==> config.mk <==
export PLATFORM = sky130hd
export DESIGN_NAME = pbi_coder
export DESIGN_NICKNAME = d
export VERILOG_FILES = /design/src/rtl/pbi_pkg.sv /design/src/rtl/pbi_popcount.sv /design/src/rtl/pbi_decide.sv /design/src/rtl/pbi_encoder.sv /design/src/rtl/pbi_decoder.sv /design/src/rtl/pbi_coder.sv
export SDC_FILE = /design/constraint.sdc
export NUM_CORES = 1
export LEC_CHECK = 0
export BUFFER_PORTS_ARGS = -buffer_cell sky130_fd_sc_hd__clkbuf_2
export CORE_MARGIN = 5
export CORE_UTILIZATION = 25
export DETAILED_ROUTE_END_ITERATION = 7
export GPL_TIMING_DRIVEN = 0
export PLACE_DENSITY = 0.48
export SLEW_MARGIN = 20
export SYNTH_ARGS = -nofsm -noshare
export SYNTH_HDL_FRONTEND = slang
export SYNTH_HIERARCHICAL = 1
export SYNTH_SLANG_ARGS = --single-unit
==> constraint.sdc <==
create_clock -name clk -period 5.95 [get_ports clk]
set_input_delay 0.595 -clock clk [delete_from_list [all_inputs] [get_ports clk]]
set_output_delay 0.595 -clock clk [all_outputs]
set_load 0.01 [all_outputs]
==> src/rtl/pbi_pkg.sv <==
package pbi_pkg;
   // width of a count that can hold 2*(W+1)
   function automatic int cnt_width(input int w);
      return $clog2(w + 2) + 1;
   endfunction
endpackage

==> src/rtl/pbi_popcount.sv <==
module pbi_popcount #(
   parameter int W  = 16,
   parameter int CW = 6
) (
   input  logic [W-1:0]  vec,
   output logic [CW-1:0] count
);
   logic [CW-1:0] acc [0:W];
   assign acc[0] = '0;
   for (genvar i = 0; i < W; i++) begin : g_sum
      assign acc[i+1] = acc[i] + CW'(vec[i]);
   end
   assign count = acc[W];
endmodule

==> src/rtl/pbi_decide.sv <==
module pbi_decide #(
   parameter int W = 16
) (
   input  logic [W-1:0] cur_bus,
   input  logic         cur_inv,
   input  logic [W-1:0] next_data,
   input  logic [W-1:0] mask,
   output logic         do_invert
);
   import pbi_pkg::*;
   localparam int CW = cnt_width(W);

   logic [CW-1:0] diff_cnt;
   logic [CW-1:0] sel_cnt;
   logic [CW-1:0] cost;

   pbi_popcount #(.W(W), .CW(CW)) u_diff (
      .vec   ((cur_bus ^ next_data) & mask),
      .count (diff_cnt)
   );
   pbi_popcount #(.W(W), .CW(CW)) u_sel (
      .vec   (mask),
      .count (sel_cnt)
   );

   assign cost      = diff_cnt + CW'(cur_inv);
   // strict compare: a tie keeps the invert wire low
   assign do_invert = (cost << 1) > (sel_cnt + CW'(1));
endmodule

==> src/rtl/pbi_encoder.sv <==
module pbi_encoder #(
   parameter int W = 16
) (
   input  logic         clk,
   input  logic         rst_n,
   input  logic         in_valid,
   input  logic [W-1:0] in_data,
   input  logic [W-1:0] sel_mask,
   output logic [W-1:0] bus_q,
   output logic         inv_q
);
   logic do_inv;

   pbi_decide #(.W(W)) u_decide (
      .cur_bus   (bus_q),
      .cur_inv   (inv_q),
      .next_data (in_data),
      .mask      (sel_mask),
      .do_invert (do_inv)
   );

   always_ff @(posedge clk) begin
      if (!rst_n) begin
         bus_q <= '0;
         inv_q <= 1'b0;
      end else if (in_valid) begin
         bus_q <= in_data ^ (sel_mask & {W{do_inv}});
         inv_q <= do_inv;
      end
   end


   hold_when_idle_chk: assert property (@(posedge clk) disable iff (!rst_n)
      !in_valid |=> ($stable(bus_q) && $stable(inv_q)));


   selected_only_chk: assert property (@(posedge clk) disable iff (!rst_n)
      in_valid |=> ((bus_q ^ $past(in_data)) == ($past(sel_mask) & {W{inv_q}})));


   toggle_bound_chk: assert property (@(posedge clk) disable iff (!rst_n)
      in_valid |=> (2 * ($countones((bus_q ^ $past(bus_q)) & $past(sel_mask))
                         + $countones(inv_q ^ $past(inv_q)))
                    <= $countones($past(sel_mask)) + 1));


   empty_mask_chk: assert property (@(posedge clk) disable iff (!rst_n)
      (in_valid && sel_mask == '0) |=> (bus_q == $past(in_data)));
endmodule

==> src/rtl/pbi_decoder.sv <==
module pbi_decoder #(
   parameter int W = 16
) (
   input  logic [W-1:0] bus_in,
   input  logic         inv_in,
   input  logic [W-1:0] sel_mask,
   output logic [W-1:0] data_out
);
   for (genvar i = 0; i < W; i++) begin : g_line
      assign data_out[i] = bus_in[i] ^ (sel_mask[i] & inv_in);
   end
endmodule

==> src/rtl/pbi_coder.sv <==
module pbi_coder #(
   parameter int W = 16
) (
   input  logic         clk,
   input  logic         rst_n,
   input  logic         in_valid,
   input  logic [W-1:0] in_data,
   input  logic [W-1:0] sel_mask,
   output logic [W-1:0] bus_lines,
   output logic         bus_inv,
   output logic [W-1:0] dec_data
);
   if (W < 1) begin : g_bad_width
      $error("pbi_coder: W must be at least 1");
   end

   pbi_encoder #(.W(W)) u_enc (
      .clk      (clk),
      .rst_n    (rst_n),
      .in_valid (in_valid),
      .in_data  (in_data),
      .sel_mask (sel_mask),
      .bus_q    (bus_lines),
      .inv_q    (bus_inv)
   );

   pbi_decoder #(.W(W)) u_dec (
      .bus_in   (bus_lines),
      .inv_in   (bus_inv),
      .sel_mask (sel_mask),
      .data_out (dec_data)
   );


   round_trip_chk: assert property (@(posedge clk) disable iff (!rst_n)
      in_valid |=> (!$stable(sel_mask) || dec_data == $past(in_data)));
endmodule

==> results by group, run 1 <==
Status
  – Outcome: complete, no violations

Drt
  – Avg WL per Cell: 13.57 um
  – Detailed Routing Iterations Pass 1: 4
  – DRC violations left: 0
  – Final WL: 6500 um
  – Vias/cell: 4.305
  – Detail Route Antenna Nets: 0
  – First DRT Iteration DRCs: 54
  – Via count: approximately 2100

Global route
  – GRT Max-Usage Layer: met2
  – Global Route Usage Sum: 11.35%
  – First-pass GRT wire length: between 10000 and 15000 um
  – M1 GR Usage: 16.62%
  – M3 GR Usage: under 10%
  – Pin count of the biggest net entering global routing: 11
  – Vias in the first global route: 2039
  – Total gr overflow: 0
  – Initial antenna violation count: 0
  – M2 GR Usage: approximately 17%

Place
  – Placed cell count: between 400 and 500
  – GPL Wtd Cong: 0.7907
  – Placed Area: 2920 um2
  – Buffers on Ports: 66
  – HPWL after DPL: approximately 5300 um

Critical path
  – R2R Setup Slk: 0.34 ns
  – Critical Path Source Type: input pin
  – Max Fanout on Critical Path: 10
  – Required @ worst endpoint: 6.15 ns
  – CP Data Arrival Time: 5.83 ns
  – End point of the critical path: u_enc/bus_q[4]
  – Crit-path cells: clkbuf_2, xor2_1, and2_1, inv_1, fa_1, fa_1, fa_1, fa_1, fa_1, fa_1, inv_1, ha_1, nand3_1, xnor2_1, ha_1, and4_1, a32oi_1, a32oi_1, buf_6, buf_4, nand3b_1, a31oi_1
  – RR Endpoint: u_enc/bus_q[4]
  – Critical path startpoint: in_data[7]
  – Reg2reg start: u_enc/bus_q[2]
  – Crit path largest cell delay: 0.56 ns
  – CP endpoint kind: flop
  – Crit-path most repeated cell: fa_1
  – R2r worst-path depth: 21
  – Critical Path Slowest Stage Cell: fa_1
  – Crit path kind: input pin to flop

Cells and area
  – Final Instance Area: between 2000 and 3000 um2
  – Final non-filler cell total: 479
  – Share of cells above drive strength 1: 26.88%
  – Final nets: 419
  – ANT cells: 0
  – P&R area growth vs syn: 23.08%

Clocking
  – Clk buf depth: 2
  – CTS tree: built
  – Num CTS Buffers: 3
  – Skew-Pair Late Insertion Delay: 0.26 ns
  – # clock sinks: 17
  – CTS Root Cell: clkbuf_8
  – Clock slew at reported path FFs: 0.08 ns
  – H-tree depth: 1

Floorplanning
  – Initial Util: 25.26%
  – Die area: 11760 um2
  – Core Box Area: around 9600 um2
  – Num ports: 68
  – Die Ht: 108.5 um
  – Row Count: 36
  – Chip width: 108.5 um

Yosys
  – Mapped Area: between 2000 and 2500 um2
  – Cells after synthesis: 276
  – Synth warn: 6
  – Syn_nets: 348
  – Syn Area/Cell: about 9 um2

Min path
  – Hold Crit Class: flop to flop

Timing
  – Crit share post-route: approximately 95%
  – Fin. max-slew vios: 0
  – Worst hold slack: 0.5522 ns
  – Final Hold Viols: 0
  – RSZ-0062 raised after global routing: no
  – Max Fclk: around 0.18 GHz
  – Final setup vio count: 0
  – Max Clock Skew: 0.003482 ns
  – Crit path time final: 5.637 ns

Run
  – Max-Cap Viols: 0
==> stage by stage <==
step                         TNS, ns  utilization [%]  setup WS (ns)
after floorplan                    0                -         0.4674
after global placement    -0.0005471            30.44     -0.0005471
after detailed placement           0            30.44       0.002270
after CTS                          0            30.92         0.2578
after global routing               0            31.09        0.01506
final                              0            31.09         0.3130
==> area by class of cell <==
| type | instances | area, um2 |
|---|---|---|
| buffer | 12 | 112.6 |
| clock buffer | 3 | 41.29 |
| clock inverter | 1 | 5.005 |
| fill | 1034 | 6611 |
| inverter | 46 | 172.7 |
| multi-input combinational | 201 | 1813 |
| sequential | 17 | 341.6 |
| tap | 133 | 166.4 |
| timing repair buffer | 66 | 330.3 |
==> worst min-delay path by stage <==
| stage | start | endpoint | slack (ns) | cells after the start |
|---|---|---|---|---|
| 2_1_floorplan | u_enc/bus_q[1] | u_enc/bus_q[1] | 0.56 | 2 |
| 3_3_place_gp | u_enc/bus_q[1] | u_enc/bus_q[1] | 0.55 | 2 |
| 3_5_place_dp | u_enc/bus_q[8] | u_enc/bus_q[8] | 0.56 | 2 |
| 4_1_cts | u_enc/bus_q[8] | u_enc/bus_q[8] | 0.57 | 2 |
| 5_1_grt | u_enc/bus_q[7] | u_enc/bus_q[7] | 0.56 | 2 |
| 6_report | u_enc/bus_q[7] | u_enc/bus_q[7] | 0.55 | 2 |
==> registers in the layout (all words and copies together), names as in the netlist <==
register and count:
u_enc/bus_q 16, u_enc/inv_q 1
==> placed cells by master (no fill, tap or decap), types with 2 or more instances in the layout <==
cell and instances:
fa_1 20, a32oi_1 2, xnor2_1 21, nand2_1 12, xor2_1 21, a31oi_1 16
and2_1 16, buf_4 2, o21a_1 2, nor2b_1 4, inv_1 46, buf_6 2
a21bo_1 14, xnor2_2 2, nand3_1 5, buf_8 2, nand2_2 5, ha_1 17
a21oi_1 2, dfxtp_1 16, o21ai_0 12, o21ai_1 4, buf_2 4, clkbuf_8 3
clkbuf_2 67, nand3b_1 17, a21bo_2 2
==> what timing repair did <==
action                                  CTS  global route
resized for setup                         0             3
hold endpoints to repair                  0             0
endpoints found under the setup margin    0            14
hold buffers                              0             0
buffers inserted                          0             0
==> critical path, delay by kind of cell <==
family                   cells  cell delay (ns)
XOR/XNOR                     2             0.30
buffers and inverters        5             0.61
adder cells (fa/ha/maj)      8             3.35
AND/OR/NAND/NOR              4             0.55
AO/OA/AOI/OAI                3             0.43
==> metal layers <==
metal	routed length, um	vias to the layer above	part of all wire (%)
li1	-	1035	-
met1	3292	964	51
met2	2825	54	43
met3	301	9	4.6
met4	80	0	1.2
met5	0	-	0
Power of run 1 is not shown: default switching activity piles up to over one toggle a cycle in this logic, so the estimate is an artifact.
==> run 2, diff against run 1 <==
--- a/config.mk
+++ b/config.mk
@@ -5,6 +5,7 @@
 export SDC_FILE = /design/constraint.sdc
 export NUM_CORES = 1
 export LEC_CHECK = 0
+export ABC_AREA = 1
 export BUFFER_PORTS_ARGS = -buffer_cell sky130_fd_sc_hd__clkbuf_2
 export CORE_MARGIN = 5
 export CORE_UTILIZATION = 25
==> results by group, run 2 <==
Clocking
  – Num CTS Buffers: 3 (unchanged)
  – Skew-Pair Late Insertion Delay: 0.26 ns (about the same)
  – Post_cts resized: 0 (unchanged)
  – CTS Root Cell: clkbuf_8
  – Clk buf depth: 2 (unchanged)
  – # clock sinks: 17 (unchanged)
  – Post-CTS Setup Bufs: 0 (unchanged)
  – Clock slew at reported path FFs: 0.07 ns (about the same)
  – H-tree depth: 1 (unchanged)
  – CTS tree: built
  – Hold Buf Count CTS: 0 (unchanged)

Floorplanning
  – Row Count: 38 (+5.6%)
  – Core Box Area: 10700 um2 (+12%)
  – Chip width: 113.8 um (+4.9%)
  – Initial Util: 25.18% (-0.080 points)
  – Die area: 12950 um2 (+10%)
  – Num ports: 68 (unchanged)
  – Die Ht: 113.8 um (+4.9%)

Timing
  – Crit path time final: 5.584 ns (-0.05304 ns)
  – Fin. max-slew vios: 0 (unchanged)
  – Final setup vio count: 0 (unchanged)
  – Final Hold Viols: 0 (unchanged)
  – Max Clock Skew: 0.002794 ns (-0.0006879 ns)
  – Final setup TNS: 0 ns (unchanged)
  – Crit share post-route: 93.85% (-0.89 points)
  – Worst hold slack: 0.5882 ns (+0.03607 ns)
  – Max Fclk: 0.1791 GHz (+0.95%)
  – RSZ-0062 raised after global routing: no

Drt
  – Detail Route Antenna Nets: 0 (unchanged)
  – Vias/cell: 4.226 (-1.8%)
  – First DRT Iteration DRCs: 128 (+140%)
  – DRC violations left: 0 (unchanged)
  – Via count: 2751 (+33%)
  – Final WL: 7865 um (+21%)
  – Avg WL per Cell: 12.08 um (-11%)
  – WL met2: 3898 um (+38%)
  – Met3 WL: 247 um (-18%)
  – Detailed Routing Iterations Pass 1: 5 (+1)
  – Metal-1 WL: 3664 um (+11%)
  – Max layer used: met4

Global route
  – Pin count of the biggest net entering global routing: 11 (unchanged)
  – Vias in the first global route: 2628 (+29%)
  – Global Route Usage Sum: 12.46% (+1.1 points)
  – First-pass GRT wire length: 12880 um (+24%)
  – Initial antenna violation count: 0 (unchanged)
  – Total gr overflow: 0 (unchanged)

Cells and area
  – Max reg flops: 16 (unchanged)
  – Commonest non-fill, non-tap cell in the layout: nand2_1
  – Final nets: 584 (+39%)
  – Biggest register: u_enc/bus_q
  – Register area: 340.3 um2 (-0.37%)
  – Most frequent cells in the layout: 142 x nand2_1, 90 x inv_1, 67 x clkbuf_2
  – Area taken by multi-input logic gates: 1904 um2 (+5.0%)
  – Share of cells above drive strength 1: 21.33% (-5.5 points)
  – P&R area growth vs syn: 21.13%
  – Final non-filler cell total: 651 (+36%)
  – Biggest regs: u_enc/bus_q (16), u_enc/inv_q (1)
  – Layout Utilization: 30.50% (-0.59 points)
  – ANT cells: 0 (unchanged)
  – Layout fillers: 1205 (+17%)

Critical path
  – Critical Path Source Type: input pin
  – Crit path kind: input pin to flop
  – Crit path depth: 24 (+9.1%)
  – CP endpoint kind: flop
  – Max Fanout on Critical Path: 10 (unchanged)
  – Required @ worst endpoint: 6.09 ns (-0.06 ns)
  – Crit path largest cell delay: 0.55 ns (about the same)
  – Critical Path Slowest Stage Cell: fa_1
  – R2r worst-path depth: 25 (+19%)
  – CP top delay family: adder cells
  – Crit-path cells: clkbuf_2, inv_1, fa_1, fa_1, fa_1, fa_1, fa_1, fa_1, xnor2_1, nand4_1, o21bai_1, nand2_1, ha_1, nand2_1, inv_1, nand2_1, nor2_1, nor2_1, nor2_1, buf_6, buf_6, nand3_1, nand2_1, a21oi_2
  – Buf+Inv Stages, Crit Path: 5 (unchanged)
  – CP Data Arrival Time: 5.73 ns (-0.10 ns)
  – Crit-path most repeated cell: fa_1

Place
  – Buffers on Ports: 67 (+1.5%)
  – HPWL after DPL: 6287 um (+19%)
  – Placed cell count: 647 (+36%)
  – GPL Wtd Cong: 0.8368 (+5.8%)

Status
  – Outcome: complete, no violations

Yosys
  – Synth warn: 6 (unchanged)
  – Syn_nets: 512 (+47%)
  – Syn Area/Cell: 6.122 um2 (-30%)
  – Cells after synthesis: 440 (+59%)
  – Mapped Area: 2694 um2 (+11%)

Min path
  – Hold Crit Class: flop to flop
  – WHS Path Cells: 2 (unchanged)

Run
  – Max-Cap Viols: 0 (unchanged)
run 2: per-layer routing:
metal,GRT usage (%),vias up
met5,0,-
met4,2.375,0
met3,1.167,4
met2,22.18,50
met1,16.50,1228
li1,-,1469
run 2: final timing paths:
kind                                     start               to  slack [ns]
worst min register to register  u_enc/bus_q[3]   u_enc/bus_q[3]        0.59
worst max-delay path               sel_mask[2]  u_enc/bus_q[10]        0.37
worst max register to register  u_enc/bus_q[2]  u_enc/bus_q[10]        0.53
worst min-delay path            u_enc/bus_q[3]   u_enc/bus_q[3]        0.59
run 2: tightest hold or removal path, delay by kind of cell (launching register included):
kind	cells	cell delay, ns
compound gates	2	0.20
flops	1	0.36
run 2: layout make-up:
type,instances,area share (%)
tap,140,5.368
timing repair buffer,67,10.28
inverter,92,10.58
sequential,17,10.43
multi-input combinational,319,58.36
buffer,12,3.604
clock buffer,4,1.380
run 2: stage by stage:
stage | cell area [um2] | setup slack (ns)
final | 3263 | 0.3661
after global routing | 3263 | 0.04339
after CTS | 3249 | 0.2837
after detailed placement | 3204 | 0.01095
after global placement | 3204 | 0.08177
after floorplan | 2694 | 0.6601
Power of run 2 is left out for the same reason.
